### src/rtl/lvr_pkg.sv
package lvr_pkg;

  localparam int NUM_SLOTS   = 4;
  localparam int NUM_LANES   = 4;
  localparam int CODE_W      = 3;
  localparam int LSEL_W      = $clog2(NUM_LANES);
  localparam int FIELD_PITCH = 4;
  localparam int CFG_W       = NUM_SLOTS * FIELD_PITCH;
  localparam int NUM_SRC     = 5;

  // Bit positions of the timing source vector
  typedef enum logic [2:0] {
    SRC_HS  = 3'd0,
    SRC_VS  = 3'd1,
    SRC_DE  = 3'd2,
    SRC_ODD = 3'd3,
    SRC_CDE = 3'd4
  } src_e;

  // Mask with 'width' low bits set in every field of the word
  function automatic logic [CFG_W-1:0] field_mask(int width);
    logic [CFG_W-1:0] m;
    m = '0;
    for (int i = 0; i < NUM_SLOTS; i++)
      for (int b = 0; b < width; b++)
        m[i*FIELD_PITCH + b] = 1'b1;
    return m;
  endfunction

  // Reset lane word: lanes 1 and 3 exchanged, 0 and 2 straight
  function automatic logic [CFG_W-1:0] lane_reset_word();
    logic [CFG_W-1:0] w;
    int src;
    w = '0;
    for (int n = 0; n < NUM_LANES; n++) begin
      src = (n == 1) ? 3 : (n == 3) ? 1 : n;
      w[n*FIELD_PITCH +: LSEL_W] = LSEL_W'((src - n + NUM_LANES) % NUM_LANES);
    end
    return w;
  endfunction

  // Slots 0..2 walk the same five sources, each starting one further along.
  // The last slot offers only zero, odd and composite DE.
  function automatic logic slot_pick(int slot, logic [CODE_W-1:0] code,
                                     logic [NUM_SRC-1:0] sigs);
    logic r;
    r = 1'b0;
    if (slot == NUM_SLOTS-1) begin
      case (code)
        3'd1:    r = sigs[SRC_ODD];
        3'd2:    r = sigs[SRC_CDE];
        default: r = 1'b0;
      endcase
    end else if (int'(code) < NUM_SRC) begin
      for (int k = 0; k < NUM_SRC; k++)
        if (k == (int'(code) + slot) % NUM_SRC) r = sigs[k];
    end
    return r;
  endfunction

endpackage

### src/rtl/lvr_regs.sv
module lvr_regs
  import lvr_pkg::*;
#(
  parameter int ADDR_W   = 8,
  parameter int DATA_W   = 32,
  parameter int CTL_OFS  = 'h0C,
  parameter int LANE_OFS = 'h10
) (
  input  logic              clk,
  input  logic              rst,
  input  logic              reg_we,
  input  logic [ADDR_W-1:0] reg_addr,
  input  logic [DATA_W-1:0] reg_wdata,
  output logic [DATA_W-1:0] reg_rdata,
  output logic [CFG_W-1:0]  ctl_cfg,
  output logic [CFG_W-1:0]  lane_cfg
);

  localparam logic [CFG_W-1:0]  CTL_MASK  = field_mask(CODE_W);
  localparam logic [CFG_W-1:0]  LANE_MASK = field_mask(LSEL_W);
  localparam logic [CFG_W-1:0]  LANE_RST  = lane_reset_word();
  localparam logic [ADDR_W-1:0] CTL_A     = ADDR_W'(CTL_OFS);
  localparam logic [ADDR_W-1:0] LANE_A    = ADDR_W'(LANE_OFS);

  logic hit_ctl, hit_lane;
  logic [CFG_W-1:0] rd_mux;

  assign hit_ctl  = (reg_addr == CTL_A);
  assign hit_lane = (reg_addr == LANE_A);

  always_ff @(posedge clk) begin
    if (rst) begin
      ctl_cfg  <= '0;
      lane_cfg <= LANE_RST;
    end else if (reg_we) begin
      if (hit_ctl)  ctl_cfg  <= reg_wdata[CFG_W-1:0] & CTL_MASK;
      if (hit_lane) lane_cfg <= reg_wdata[CFG_W-1:0] & LANE_MASK;
    end
  end

  always_comb begin
    rd_mux = '0;
    if (hit_ctl)  rd_mux = ctl_cfg;
    if (hit_lane) rd_mux = lane_cfg;
  end

  always_ff @(posedge clk) begin
    if (rst) reg_rdata <= '0;
    else     reg_rdata <= {{(DATA_W-CFG_W){1'b0}}, rd_mux};
  end

endmodule

### src/rtl/lvr_ctl_mux.sv
module lvr_ctl_mux
  import lvr_pkg::*;
(
  input  logic               clk,
  input  logic               rst,
  input  logic [CFG_W-1:0]   ctl_cfg,
  input  logic [NUM_SRC-1:0] sigs,
  output logic [NUM_SLOTS-1:0] ctl_o
);

  for (genvar s = 0; s < NUM_SLOTS; s++) begin : g_slot
    logic [CODE_W-1:0] code;
    logic              pick;

    assign code = ctl_cfg[s*FIELD_PITCH +: CODE_W];

    always_comb pick = slot_pick(s, code, sigs);

    always_ff @(posedge clk) begin
      if (rst) ctl_o[s] <= 1'b0;
      else     ctl_o[s] <= pick;
    end
  end

endmodule

### src/rtl/lvr_lane_mux.sv
module lvr_lane_mux
  import lvr_pkg::*;
#(
  parameter int LANE_W = 7
) (
  input  logic                        clk,
  input  logic                        rst,
  input  logic [CFG_W-1:0]            lane_cfg,
  input  logic [NUM_LANES*LANE_W-1:0] lanes_i,
  output logic [NUM_LANES*LANE_W-1:0] lanes_o
);

  for (genvar n = 0; n < NUM_LANES; n++) begin : g_lane
    logic [LSEL_W-1:0] rot;
    logic [LSEL_W-1:0] src;
    logic [LANE_W-1:0] data;

    assign rot = lane_cfg[n*FIELD_PITCH +: LSEL_W];
    // The sum wraps at the lane count because it is LSEL_W bits wide
    assign src = LSEL_W'(n) + rot;

    always_comb begin
      data = '0;
      for (int k = 0; k < NUM_LANES; k++)
        if (src == LSEL_W'(k)) data = lanes_i[k*LANE_W +: LANE_W];
    end

    always_ff @(posedge clk) begin
      if (rst) lanes_o[n*LANE_W +: LANE_W] <= '0;
      else     lanes_o[n*LANE_W +: LANE_W] <= data;
    end
  end

endmodule

### src/rtl/lvr_router.sv
module lvr_router
  import lvr_pkg::*;
#(
  parameter int ADDR_W   = 8,
  parameter int DATA_W   = 32,
  parameter int LANE_W   = 7,
  parameter int CTL_OFS  = 'h0C,
  parameter int LANE_OFS = 'h10
) (
  input  logic                        clk,
  input  logic                        rst,
  input  logic                        reg_we,
  input  logic [ADDR_W-1:0]           reg_addr,
  input  logic [DATA_W-1:0]           reg_wdata,
  output logic [DATA_W-1:0]           reg_rdata,
  input  logic                        hsync_i,
  input  logic                        vsync_i,
  input  logic                        de_i,
  input  logic                        odd_i,
  input  logic                        cde_i,
  input  logic [NUM_LANES*LANE_W-1:0] lanes_i,
  output logic [NUM_SLOTS-1:0]        ctl_o,
  output logic [NUM_LANES*LANE_W-1:0] lanes_o
);

  logic [CFG_W-1:0]   ctl_cfg;
  logic [CFG_W-1:0]   lane_cfg;
  logic [NUM_SRC-1:0] sigs;

  always_comb begin
    sigs          = '0;
    sigs[SRC_HS]  = hsync_i;
    sigs[SRC_VS]  = vsync_i;
    sigs[SRC_DE]  = de_i;
    sigs[SRC_ODD] = odd_i;
    sigs[SRC_CDE] = cde_i;
  end

  lvr_regs #(
    .ADDR_W  (ADDR_W),
    .DATA_W  (DATA_W),
    .CTL_OFS (CTL_OFS),
    .LANE_OFS(LANE_OFS)
  ) u_regs (
    .clk      (clk),
    .rst      (rst),
    .reg_we   (reg_we),
    .reg_addr (reg_addr),
    .reg_wdata(reg_wdata),
    .reg_rdata(reg_rdata),
    .ctl_cfg  (ctl_cfg),
    .lane_cfg (lane_cfg)
  );

  lvr_ctl_mux u_ctl (
    .clk    (clk),
    .rst    (rst),
    .ctl_cfg(ctl_cfg),
    .sigs   (sigs),
    .ctl_o  (ctl_o)
  );

  lvr_lane_mux #(.LANE_W(LANE_W)) u_lane (
    .clk     (clk),
    .rst     (rst),
    .lane_cfg(lane_cfg),
    .lanes_i (lanes_i),
    .lanes_o (lanes_o)
  );

endmodule

### config.mk
export PLATFORM = sky130hd
export DESIGN_NAME = lvr_router
export DESIGN_NICKNAME = d
export VERILOG_FILES = /design/src/rtl/lvr_pkg.sv /design/src/rtl/lvr_regs.sv /design/src/rtl/lvr_ctl_mux.sv /design/src/rtl/lvr_lane_mux.sv /design/src/rtl/lvr_router.sv
export SDC_FILE = /design/constraint.sdc
export NUM_CORES = 1
export LEC_CHECK = 0
export BUFFER_PORTS_ARGS = -buffer_cell sky130_fd_sc_hd__clkbuf_2
export CAP_MARGIN = 20
export CORE_ASPECT_RATIO = 1.25
export CORE_UTILIZATION = 50
export CTS_CLUSTER_SIZE = 40
export DETAILED_ROUTE_END_ITERATION = 12
export PLACE_DENSITY = 0.85
export SYNTH_ARGS = -nofsm -noshare
export SYNTH_HDL_FRONTEND = slang
export SYNTH_SLANG_ARGS = --single-unit
### constraint.sdc
create_clock -name clk -period 3.4 [get_ports clk]
set_input_delay 0.68 -clock clk [delete_from_list [all_inputs] [get_ports clk]]
set_output_delay 0.68 -clock clk [all_outputs]
set_load 0.05 [all_outputs]
* Word-level counts from Yosys, hierarchy flattened
Index checks and enable logic that the tools add are counted.
** Operators by class
- Div/mod/pow operators :: 3
- $lt $le $gt $ge :: 3
- Reduce and logical (&&, ||, !) cells :: 12
- Multiplexer cells :: 34
- Equality and inequality tests :: 28
- Add/subtract/negate cells :: 5
- Bitwise operators :: 3
** Operators with widths (number)
- 3-bit by 32-bit equality test with 1-bit output (first input constant) :: 6
- 7-bit two-way mux :: 16
- 2-bit by 32-bit equality test with 1-bit output (first input constant) :: 3
- 4-bit by 32-bit equality test with 1-bit output (first input constant) :: 3
- 32-bit logical NOT :: 3
- 32-bit by 4-bit modulo with 32-bit output (second input constant) :: 2
- 4-bit by 4-bit modulo with 32-bit output (second input constant) :: 1
- 15-bit two-way mux :: 2
- 2-bit equality test (second input constant) :: 8
- 1-bit two-way mux :: 15
- 3-bit < comparator (second input constant) :: 3
- 2-bit by 1-bit equality test with 1-bit output (second input constant) :: 4
- 8-bit by 4-bit equality test with 1-bit output (second input constant) :: 1
- 8-bit by 5-bit equality test with 1-bit output (second input constant) :: 1
- 2-bit logical NOT :: 4
- 2-bit OR reduction :: 3
- 2-bit adder (first input constant) :: 2
- 3-bit by 1-bit adder with 4-bit output (second input constant) :: 1
- 3-bit by 2-bit adder with 4-bit output (second input constant) :: 1
- 2-bit AND reduction :: 2
- 3-bit by 1-bit equality test with 1-bit output (second input constant) :: 1
- 3-bit by 2-bit equality test with 1-bit output (second input constant) :: 1
- 1-bit NOT :: 3
- 1-bit by 2-bit adder with 2-bit output (first input constant) :: 1
- 1-bit one-hot mux with 2 select lines :: 1
** Storage, ports and cells
- Logic and storage cells :: 100
- Output and inout bits :: 64
- Input port bits :: 76
- Register bits :: 84

* Depth between registers and ports, before layout
Gate-level depths: netlist (run 1).
- Depth in word-level cells :: 8
- Depth in mapped cells :: 12
- Gate-level depth less buffers :: 10

* Modules after synthesis
From an unflattened synthesis (run 1), not the netlist that was laid out.
** Second synthesis, totals
- Cell total of the unflattened synthesis :: 427
- Area total of the unflattened synthesis :: 4081.4 um^2
** Modules (own cells, without submodules)
- lvr_regs :: area an instance 1556.5 um^2, sequential area each 640.6 um^2, instances 1, cells an instance 155
- lvr_lane_mux :: area an instance 1516.5 um^2, sequential area each 560.5 um^2, instances 1, cells an instance 132
- lvr_ctl_mux :: area an instance 1008.5 um^2, sequential area each 80.1 um^2, instances 1, cells an instance 140

* Least setup slack after synthesis (run 1)
No wires, ideal clock.
- Path type :: reg-to-reg
- From :: reg u_regs.ctl_cfg[4]
- To :: reg u_ctl.ctl_o[1]
- Setup time :: 0.084 ns
- Required time :: 3.316 ns
- Period minus slack after synthesis :: 2.634 ns
- Cell stages (with the launch flop) :: 12
- Buffers on the path :: 2
- Data arrival time :: 2.550 ns
- Setup slack :: 0.766 ns
- Cells stage by stage :: dfxtp_1 -> clkbuf_8 -> inv_1 -> ha_1 -> buf_2 -> a21o_1 -> ha_1 -> nand2b_1 -> o21ai_0 -> o21ai_1 -> a311o_1 -> o31ai_2
** On the way
- Cells in the longest elaborated chain, start to end :: 8
- Elaborated cells between the ends (all ways) :: 15
- Classes of those cells :: add/sub (1); div (1); order compare (1); eq/ne (4); mux (5); bitwise (1); reduce/logical (2)
** RTL lines
- start, declared :: RTL line lvr_regs.sv:15 : output logic [CFG_W-1:0] ctl_cfg,
- start signal, assigned :: RTL line lvr_regs.sv:36 : if (hit_ctl) ctl_cfg <= reg_wdata[CFG_W-1:0] & CTL_MASK;
- 3-bit by 1-bit adder with 4-bit output :: RTL line lvr_pkg.sv:56 : if (k == (int'(code) + slot) % NUM_SRC) r = sigs[k];
- 32-bit by 4-bit modulo with 32-bit output :: RTL line lvr_pkg.sv:56
- 32-bit logical NOT :: RTL line lvr_pkg.sv:56
- 1-bit two-way mux (5 in series) :: RTL line lvr_pkg.sv:56
- end signal, assigned by index :: RTL line lvr_ctl_mux.sv:21 : else ctl_o[s] <= pick;
- end, declared :: RTL line lvr_ctl_mux.sv:8 : output logic [NUM_SLOTS-1:0] ctl_o
Several ways; a longest one is shown, not always the timed one.
A chain may end at the register's enable or synchronous reset.

* Worst setup path after layout (run 1)
- From :: reg u_regs.ctl_cfg[5]
- To :: reg u_ctl.ctl_o[1]
Same word-level chain as after synthesis.

==> results of run 1 <==
==> metal layers <==
layer | vias up | track usage, % | wire length (um)
met1 | 1506 | 25.2 | 3390
met4 | 0 | 8.52 | 195
met2 | 142 | 40.4 | 4440
met5 | - | 0 | 0
li1 | 1477 | - | -
met3 | 21 | 5.27 | 628
==> metrics by stage <==
step	power [mW]	setup slack, ps	hold slack, ps	instances
5_1_grt	1.65	195	484	556
6_report	1.59	484	459	556
3_3_place_gp	1.04	584	426	540
3_5_place_dp	1.05	520	459	540
4_1_cts	1.60	505	466	556
2_1_floorplan	0.991	766	415	388
==> how the worst max path moves through the flow <==
stage,startpoint,to,slack [ps],cells after the start
2_1_floorplan,u_regs.ctl_cfg[4],u_ctl.ctl_o[1],770,11
3_3_place_gp,u_regs.ctl_cfg[5],u_ctl.ctl_o[1],580,9
3_5_place_dp,u_regs.ctl_cfg[5],u_ctl.ctl_o[1],520,9
4_1_cts,u_regs.ctl_cfg[5],u_ctl.ctl_o[1],510,9
5_1_grt,u_regs.ctl_cfg[5],u_ctl.ctl_o[1],190,9
6_report,u_regs.ctl_cfg[5],u_ctl.ctl_o[1],480,9
==> cells by family after synthesis <==
group	after synthesis	synth area share, %
and+or+nand+nor	111	15.9
DFF	64	33.5
AOI/OAI and AO/OA	63	12.5
xor gates and xnor gates	1	0.229
buffers and inverters	59	8.50
adders and majority gates	17	5.56
muxes	53	23.8
other	1	0.0980
==> cells in the mapped netlist (4+ instances only) <==
| master | instances |
|---|---|
| clkbuf_1 | 15 |
| ha_1 | 17 |
| nand3_1 | 8 |
| nand2b_1 | 4 |
| buf_4 | 20 |
| a31oi_1 | 4 |
| buf_2 | 4 |
| nor3_1 | 5 |
| nor2_1 | 30 |
| dfxtp_1 | 64 |
| a21oi_1 | 12 |
| inv_1 | 16 |
| mux2i_1 | 22 |
| nor2b_1 | 30 |
| nand2_1 | 10 |
| and2_1 | 5 |
| nor4_1 | 4 |
| o21ai_0 | 7 |
| a22o_1 | 8 |
| mux4_2 | 30 |
==> sequential cells by signal, summed over array words and instances, names as in the netlist <==
name	flops
u_regs.reg_rdata	12
u_lane.lanes_o	28
u_regs.lane_cfg	8
u_ctl.ctl_o	4
u_regs.ctl_cfg	12
==> report_power, final <==
group	internal (mW)	leakage, nW	total [mW]	switching [mW]
logic	0.0785	1.41	0.258	0.179
clock network	0.280	0.0899	0.555	0.275
registers	0.770	0.524	0.776	0.00592
==> final cells by class <==
cell class | count | share of cell area (%)
Multi-Input combinational cell | 265 | 51.7
Sequential cell | 64 | 28.8
Tap cell | 92 | 2.59
Clock inverter | 4 | 0.451
Timing Repair Buffer | 102 | 11.7
Inverter | 17 | 1.44
Clock buffer | 12 | 3.27
==> worst max-delay path: cells and delay by family (launching register included) <==
kind	cells	cell delay [ps]
compound gates	5	1240
fa+ha+maj	2	720
simple gates	2	310
flops	1	570
==> metrics, run 1 <==
Clock Sinks=64; TritonCTS clock tree=built; period utilization=85.8%; Synth top area share=33.5%; Post CTS Setup Buffer Count=0; share of post-route cells with drive strength above 1=35.3%; clock buffer depth=2; Post-synth top flop=dfxtp_1; I/O pin count=140; Placed Area=0.00428 mm2; Pleak=2.02 nW; critical path launch point type=flip-flop; initial DRC count=172; Setup CP Type=reg -> reg; reg2reg start=u_regs.ctl_cfg[5]; clk slew on worst S/H paths=70 ps; grt total ovfl=0; YS warnings=0; nets@finish=552; die span in y=99.8 um; CP dominant cell by count=ha_1; status=finished clean; P&R area growth vs syn=16.1%; WL final=8.65 mm; final hold violation count=0; ant diodes=0; Worst Hold Class=reg -> reg; PostCTS Resize Cnt=0; Synth Register Bits=64; post-synthesis sequential area ratio=33.5%; CTS buffer count=9; Setup TNS=0 ps; Post-Syn Area=0.00383 mm2; largest cells by area after synthesis=dfxtp_1 (33%), mux4_2 (18%), mux2i_1 (5.8%); row count=35; Slew Limit Headroom=32.3%; DP Wirelength=6.52 mm; Clock Latency Late Sink=340 ps; Die W=80.3 um; Setup-failing EPs final=0; via-per-instance ratio=5.66; CP max stage cell=dfxtp_1; Filler cells=613; area leader, netlist=dfxtp_1; crit path cell chain=ha_1 > nand2_2 > a21o_1 > ha_1 > nand2b_1 > o21ai_0 > o21ai_1 > a311o_1 > o31ai_2; CP max FO=11; Initial Utilization=51.7%; RSZ-0062 raised after global routing=no; Worst Tran Pin Value=1010 ps; hold endpoint=u_ctl.ctl_o[3]; # Max-Cap Violations=0; Worst Setup End Kind=flip-flop; Final min period=2920 ps; Post-synth EDFFs=0; post-DR wirelength/cell=15.6 um; largest net degree at the start of global routing=54; Distinct cells, synth=60; DRC Markers=0; most frequent cells in the layout=clkbuf_2 (99), dfxtp_1 (64), nor2_1 (30), mux4_2 (30), nor2b_1 (30); Hold Path Cell Cnt=1; post-detailed-route count of antenna-violating nets=0; Reg2Reg Depth=9; final core utilization=60.0%; Max H-tree Level=3; max incr delay on CP=570 ps; Post-Syn Instances=369; Core Area=0.00740 mm2; number of I/O port buffers=99; vias=3146; first-pass GRT wire length=13.8 mm; pwr dens=358 mW/mm2; Pre-antenna DRT Iters=4; VDD IR max=289 uV; reg-to-reg endpoint=u_ctl.ctl_o[1]; multi-input logic area=0.00230 mm2; register area=0.00128 mm2; gr usage total=22.4%; vias in the first global route=3018; CP Data Arrival Time=3170 ps; clk root buf=clkbuf_8; Avg Cell Area, Syn=10.4 um2; initial antenna violation count=0; Synth async-reset ratio=0%; max frequency=343 MHz; most common cell after layout, fill and taps aside=clkbuf_2; min-delay src=u_regs.ctl_cfg[14]; Final Cell Area=0.00444 mm2; Final Skew=5.78 ps; die area=0.00801 mm2; WP data required=3660 ps; R2R Setup Slk=480 ps; placer congestion estimate=0.885; hold-fix buffer count after cts=0; Final Max Tran Viols=0
No activity file was read; power rests on OpenSTA's default activity.
==> run 2: changes to the inputs <==
--- a/config.mk
+++ b/config.mk
@@ -13,4 +13,5 @@
 export DETAILED_ROUTE_END_ITERATION = 12
 export PLACE_DENSITY = 0.85
+export RECOVER_POWER = 25
 export SYNTH_ARGS = -nofsm -noshare
 export SYNTH_HDL_FRONTEND = slang
==> constraint.sdc (replaced) <==
create_clock -name clk -period 3.4 [get_ports clk]
set_input_delay 0.68 -clock clk [delete_from_list [all_inputs] [get_ports clk]]
set_output_delay 0.68 -clock clk [all_outputs]
set_load 0.01 [all_outputs]
==> run 2 against run 1 <==
- sequential cell count unchanged
- final area decreased by 0.79%
- via count increased by 0.79%
- clock power about the same
- critical endpoint is now u_regs.reg_rdata[9]
- cell count unchanged
- count of clock-buffer cells in the layout unchanged
- setup slack improved by 2.5 ps
- power decreased by 6.2%
- largest power group unchanged
- core utilization decreased by 0.47 points
- the run now ends with capacitance limit, slew limit left
- sequential share of layout area increased by 0.23 points
==> metrics, run 2 (synthesis results as in run 1) <==
vias=3171 (+0.79%); gr usage total=22.4% (unchanged); RSZ-0062 raised after global routing=no; nets@finish=552 (unchanged); Switching Fraction=24.5% (-4.5 points); placer congestion estimate=0.885 (unchanged); clk slew on worst S/H paths=70 ps (about the same); violated checks=capacitance limit, slew limit; Final Max Tran Viols=54 (+54); sequential power share=52.0% (+3.2 points); Worst Setup End Kind=flip-flop; # Max-Cap Violations=1 (+1); clock buffer depth=2 (unchanged); Final min period=2910 ps (-2.49 ps); initial DRC count=174 (+1.2%); initial antenna violation count=0 (unchanged); clk root buf=clkbuf_8; Post CTS Setup Buffer Count=0 (unchanged); largest net degree at the start of global routing=54 (unchanged); ant diodes=0 (unchanged); Slew Limit Headroom=-53.6% (-86 points); worst slack at placement=520 ps (unchanged); hold-fix buffer count after cts=0 (unchanged); Setup TNS=0 ps (unchanged); Top reg by flops=u_lane.lanes_o; post-route setup slack=486 ps (+2.49 ps); status=complete, but fails checks; CP Data Arrival Time=3140 ps (-30 ps); Max H-tree Level=3 (unchanged); Filler cells=635 (+3.6%); CTS buffer count=9 (unchanged); Regs by FF count=u_lane.lanes_o x28, u_regs.ctl_cfg x12, u_regs.reg_rdata x12; PostCTS Resize Cnt=0 (unchanged); Pre-antenna DRT Iters=4 (unchanged); max frequency=343 MHz (about the same); via-per-instance ratio=5.70 (+0.79%); row count=35 (unchanged); Core Area=0.00740 mm2 (unchanged); Final Skew=6.55 ps (+0.773 ps); Pleak=1.94 nW (-4.3%); Clock Latency Late Sink=340 ps (about the same); most common cell after layout, fill and taps aside=clkbuf_2; Setup CP Type=in -> reg; Setup-failing EPs final=0 (unchanged); post-detailed-route count of antenna-violating nets=0 (unchanged); Initial Utilization=51.7% (unchanged); TritonCTS clock tree=built; Worst Hold Class=reg -> reg; grt total ovfl=0 (unchanged); WL final=8.69 mm (+0.46%); CP max stage cell=clkbuf_1; DP Wirelength=6.52 mm (unchanged); Combinational Power Share=10.6% (-5.6 points); Sw Pwr=0.365 mW (-21%); DRC Markers=0 (unchanged); vias in the first global route=3018 (unchanged); share of post-route cells with drive strength above 1=29.7% (-5.6 points); CP max FO=53 (+42); most frequent cells in the layout=clkbuf_2 (74), dfxtp_1 (64), nor2_1 (30), mux4_2 (30), nor2b_1 (30); Internal Power=1.13 mW (-0.19%); crit path cell chain=clkbuf_1 > clkbuf_1 > nor4_2 > buf_4 > a22o_1; CP dominant cell by count=clkbuf_1; WP data required=3630 ps (-30 ps); die area=0.00801 mm2 (unchanged); first-pass GRT wire length=13.8 mm (unchanged); Die W=80.3 um (unchanged); max incr delay on CP=1660 ps (+1090 ps); post-DR wirelength/cell=15.6 um (+0.46%); Clk pwr share=37.3% (+2.4 points); Clock Sinks=64 (unchanged); P&R area growth vs syn=15.1%; I/O pin count=140 (unchanged); pwr dens=338 mW/mm2 (-5.4%); Worst Tran Pin Value=2300 ps (+1300 ps); critical path launch point type=primary input; VDD IR max=273 uV (-5.7%); total power=1.49 mW (-6.2%); number of I/O port buffers=99 (unchanged); final hold violation count=0 (unchanged); Fin Hold WS=459 ps (+0.0700 ps); die span in y=99.8 um (unchanged); period utilization=85.7% (about the same); number of flip-flops under the largest register name=28 (unchanged)
[run 2: cell count changes in the layout (fill, tap and decap cells not counted), sizes merged]
cell / change
clkbuf: +1
buf: -1
[run 2: layer usage]
layer,share of wire [%],vias up,GRT usage [%]
li1,-,1478,-
met5,0,-,0
met4,2.2,0,8.52
met2,51,153,40.4
met1,39,1521,25.2
met3,7.5,19,5.27
[run 2: path summary, 6_finish.rpt]
path / from / to / slack (ps) / cells after the start
worst min-delay path: u_regs.ctl_cfg[14] / u_ctl.ctl_o[3] / 460 / 1
worst max-delay path: rst / u_regs.reg_rdata[9] / 490 / 5
worst min register to register: u_regs.ctl_cfg[14] / u_ctl.ctl_o[3] / 460 / 1
worst max register to register: u_regs.ctl_cfg[5] / u_ctl.ctl_o[1] / 490 / 9
[run 2: power by group through the flow]
stage / Sequential (mW) / Combinational [mW] / Clock, mW
after floorplan: 0.802 / 0.0899 / 0
final: 0.776 / 0.158 / 0.557
after CTS: 0.776 / 0.160 / 0.567
after detailed placement: 0.793 / 0.159 / 0
after global placement: 0.792 / 0.155 / 0
after global routing: 0.778 / 0.173 / 0.597
[run 2: worst max-delay path: cells and delay by family]
kind / cells / cell delay, ps
buffers and inverters: 3 / 2090
AOI/OAI and AO/OA: 1 / 250
and+or+nand+nor: 1 / 110
[run 2: area by class of cell]
cell class,instances,area [um2],area share [%]
multi-input combinational,265,2300,52.2
sequential,64,1280,29.1
timing repair buffer,102,483,11.0
clock buffer,12,145,3.29
tap,92,115,2.61
inverter,17,63.8,1.45
clock inverter,4,20.0,0.454
[run 2: per-stage QoR]
stage	cells	util [%]	instance area (um2)
detailed placement	540	57.8	4280
floorplan	388	-	3900
finish	556	59.5	4410
global placement	540	57.8	4280
CTS	556	60.0	4440
global route	556	59.5	4410
==> run 3: changes to the inputs <==
Settings changed: CORE_MARGIN set to 2.
==> run 3 against run 2 <==
- the run still ends with capacitance limit, slew limit left
- non-clock buffer count rose by 1
- final area rose by 0.60%
- critical path type unchanged
- power rose by 2.5%
- largest power group unchanged
- register-to-register slack barely moved
- global-route usage fell by 0.81 points
- clock power rose by 6.6%
- critical endpoint unchanged
- core utilization rose by 0.36 points
==> metrics, run 3 (synthesis results as in run 1) <==
first-pass GRT wire length=13.9 mm (+1.3%); Core Area=0.00740 mm2 (unchanged); clk root buf=clkbuf_8; met1 Use GR=24.8% (-0.36 points); PostCTS Resize Cnt=0 (unchanged); Switching Fraction=23.6% (-0.85 points); post-DR wirelength/cell=15.6 um (about the same); number of flip-flops under the largest register name=28 (unchanged); layer with the highest usage=met2; GR met2 Demand/Resource=37.8% (-2.7 points); clk slew on worst S/H paths=60 ps (about the same); row count=35 (unchanged); most common cell after layout, fill and taps aside=clkbuf_2; post-detailed-route count of antenna-violating nets=0 (unchanged); CP max FO=53 (unchanged); WP data required=3630 ps (about the same); Initial Utilization=51.7% (unchanged); violated checks=capacitance limit, slew limit; clock buffer depth=2 (unchanged); pwr dens=345 mW/mm2 (+1.9%); Internal Power=1.17 mW (+3.6%); via-per-instance ratio=5.65 (-0.94%); grt total ovfl=0 (unchanged); Pre-antenna DRT Iters=4 (unchanged); Pleak=1.95 nW (+0.74%); total power=1.53 mW (+2.5%); Worst Tran Pin Value=2280 ps (-27.0 ps); Worst Setup End Kind=flip-flop; fin cells=557 (+0.18%); Worst Hold Class=reg -> reg; Slew Limit Headroom=-51.8% (+1.8 points); Final min period=2920 ps (+1.91 ps); Die W=82.3 um (+2.5%); placer congestion estimate=0.842 (-4.9%); Setup CP Type=in -> reg; final core utilization=59.9% (+0.36 points); Clock Latency Late Sink=340 ps (about the same); I/O pin count=140 (unchanged); DRC Markers=0 (unchanged); TritonCTS clock tree=built; VDD IR max=326 uV (+19%); Setup-failing EPs final=0 (unchanged); critical path launch point type=primary input; WL final=8.71 mm (+0.21%); Combinational Power Share=10.3% (-0.3 points); most frequent cells in the layout=clkbuf_2 (74), dfxtp_1 (64), nor2_1 (30), mux4_2 (30), nor2b_1 (30); # Max-Cap Violations=1 (unchanged); met3 usage=3.53% (-1.7 points); sequential power share=50.8% (-1.2 points); Final Max Tran Viols=54 (unchanged); nets@finish=553 (+0.18%); largest net degree at the start of global routing=54 (unchanged); initial antenna violation count=0 (unchanged); Regs by FF count=u_lane.lanes_o x28, u_regs.ctl_cfg x12, u_regs.reg_rdata x12; number of I/O port buffers=99 (unchanged); final hold violation count=0 (unchanged); max frequency=343 MHz (about the same); vias in the first global route=2997 (-0.70%); share of post-route cells with drive strength above 1=30.1% (+0.37 points); hold-fix buffer count after cts=0 (unchanged); initial DRC count=152 (-13%); Final Skew=7.86 ps (+1.30 ps); die area=0.00838 mm2 (+4.5%); gr usage total=21.6% (-0.81 points); Clk pwr share=38.9% (+1.6 points); CTS buffer count=9 (unchanged); DP Wirelength=6.57 mm (+0.80%); Setup TNS=0 ps (unchanged); Post CTS Setup Buffer Count=0 (unchanged); period utilization=85.8% (about the same); Sw Pwr=0.361 mW (-1.0%); Max H-tree Level=3 (unchanged); ant diodes=0 (unchanged); Top reg by flops=u_lane.lanes_o; RSZ-0062 raised after global routing=no; CP Data Arrival Time=3140 ps (about the same); status=complete, but fails checks; placed insts=540 (unchanged); vias=3147 (-0.76%); P&R area growth vs syn=15.8%; Filler cells=614 (-3.3%); die span in y=102 um (+2.0%); Clock Sinks=64 (unchanged)
## run 3: changes by cell type in the layout (fill, tap and decap cells not counted), sizes merged
cell    before  now
clkbuf     112  114
clkinv       4    3
## run 3: worst paths after layout
check                startpoint             endpoint  slack, ps  depth (start not counted)
max                         rst  u_regs.reg_rdata[9]        480                          5
min          u_regs.ctl_cfg[14]       u_ctl.ctl_o[3]        450                          1
max reg2reg   u_regs.ctl_cfg[5]       u_ctl.ctl_o[1]        490                          9
min reg2reg  u_regs.ctl_cfg[14]       u_ctl.ctl_o[3]        450                          1
## run 3: per-layer routing
metal	share of wire (%)	wire length, um	vias up
met3	8.2	717	18
li1	-	-	1483
met5	0	0	-
met1	38	3280	1495
met4	2.3	197	0
met2	52	4510	151
## run 3: stage by stage
step                setup slack, ps  area (um2)  hold slack, ps
detailed placement              531        4280             444
global route                    219        4430             486
floorplan                       766        3900             415
global placement                570        4280             428
finish                          484        4430             453
CTS                             519        4460             454
## run 3: worst max-delay path: stages
cell and delay [ps]:
clkbuf_1 140, clkbuf_1 1640, nor4_2 120, buf_4 280
a22o_1 240
## run 3: layout make-up
class                           instances  area, um2  share of cell area [%]
Multi-Input combinational cell        265       2300                    51.8
Sequential cell                        64       1280                    28.9
Timing Repair Buffer                  103        490                    11.1
Clock buffer                           13        169                    3.81
Tap cell                               92        115                    2.60
Inverter                               17       63.8                    1.44
Clock inverter                          3       15.0                   0.339
## run 3: power groups by stage
stage | logic, mW | registers [mW] | clock network [mW]
2_1_floorplan | 0.0899 | 0.802 | 0
6_report | 0.158 | 0.776 | 0.594
4_1_cts | 0.159 | 0.776 | 0.603
5_1_grt | 0.174 | 0.778 | 0.633
3_5_place_dp | 0.158 | 0.793 | 0
3_3_place_gp | 0.154 | 0.792 | 0
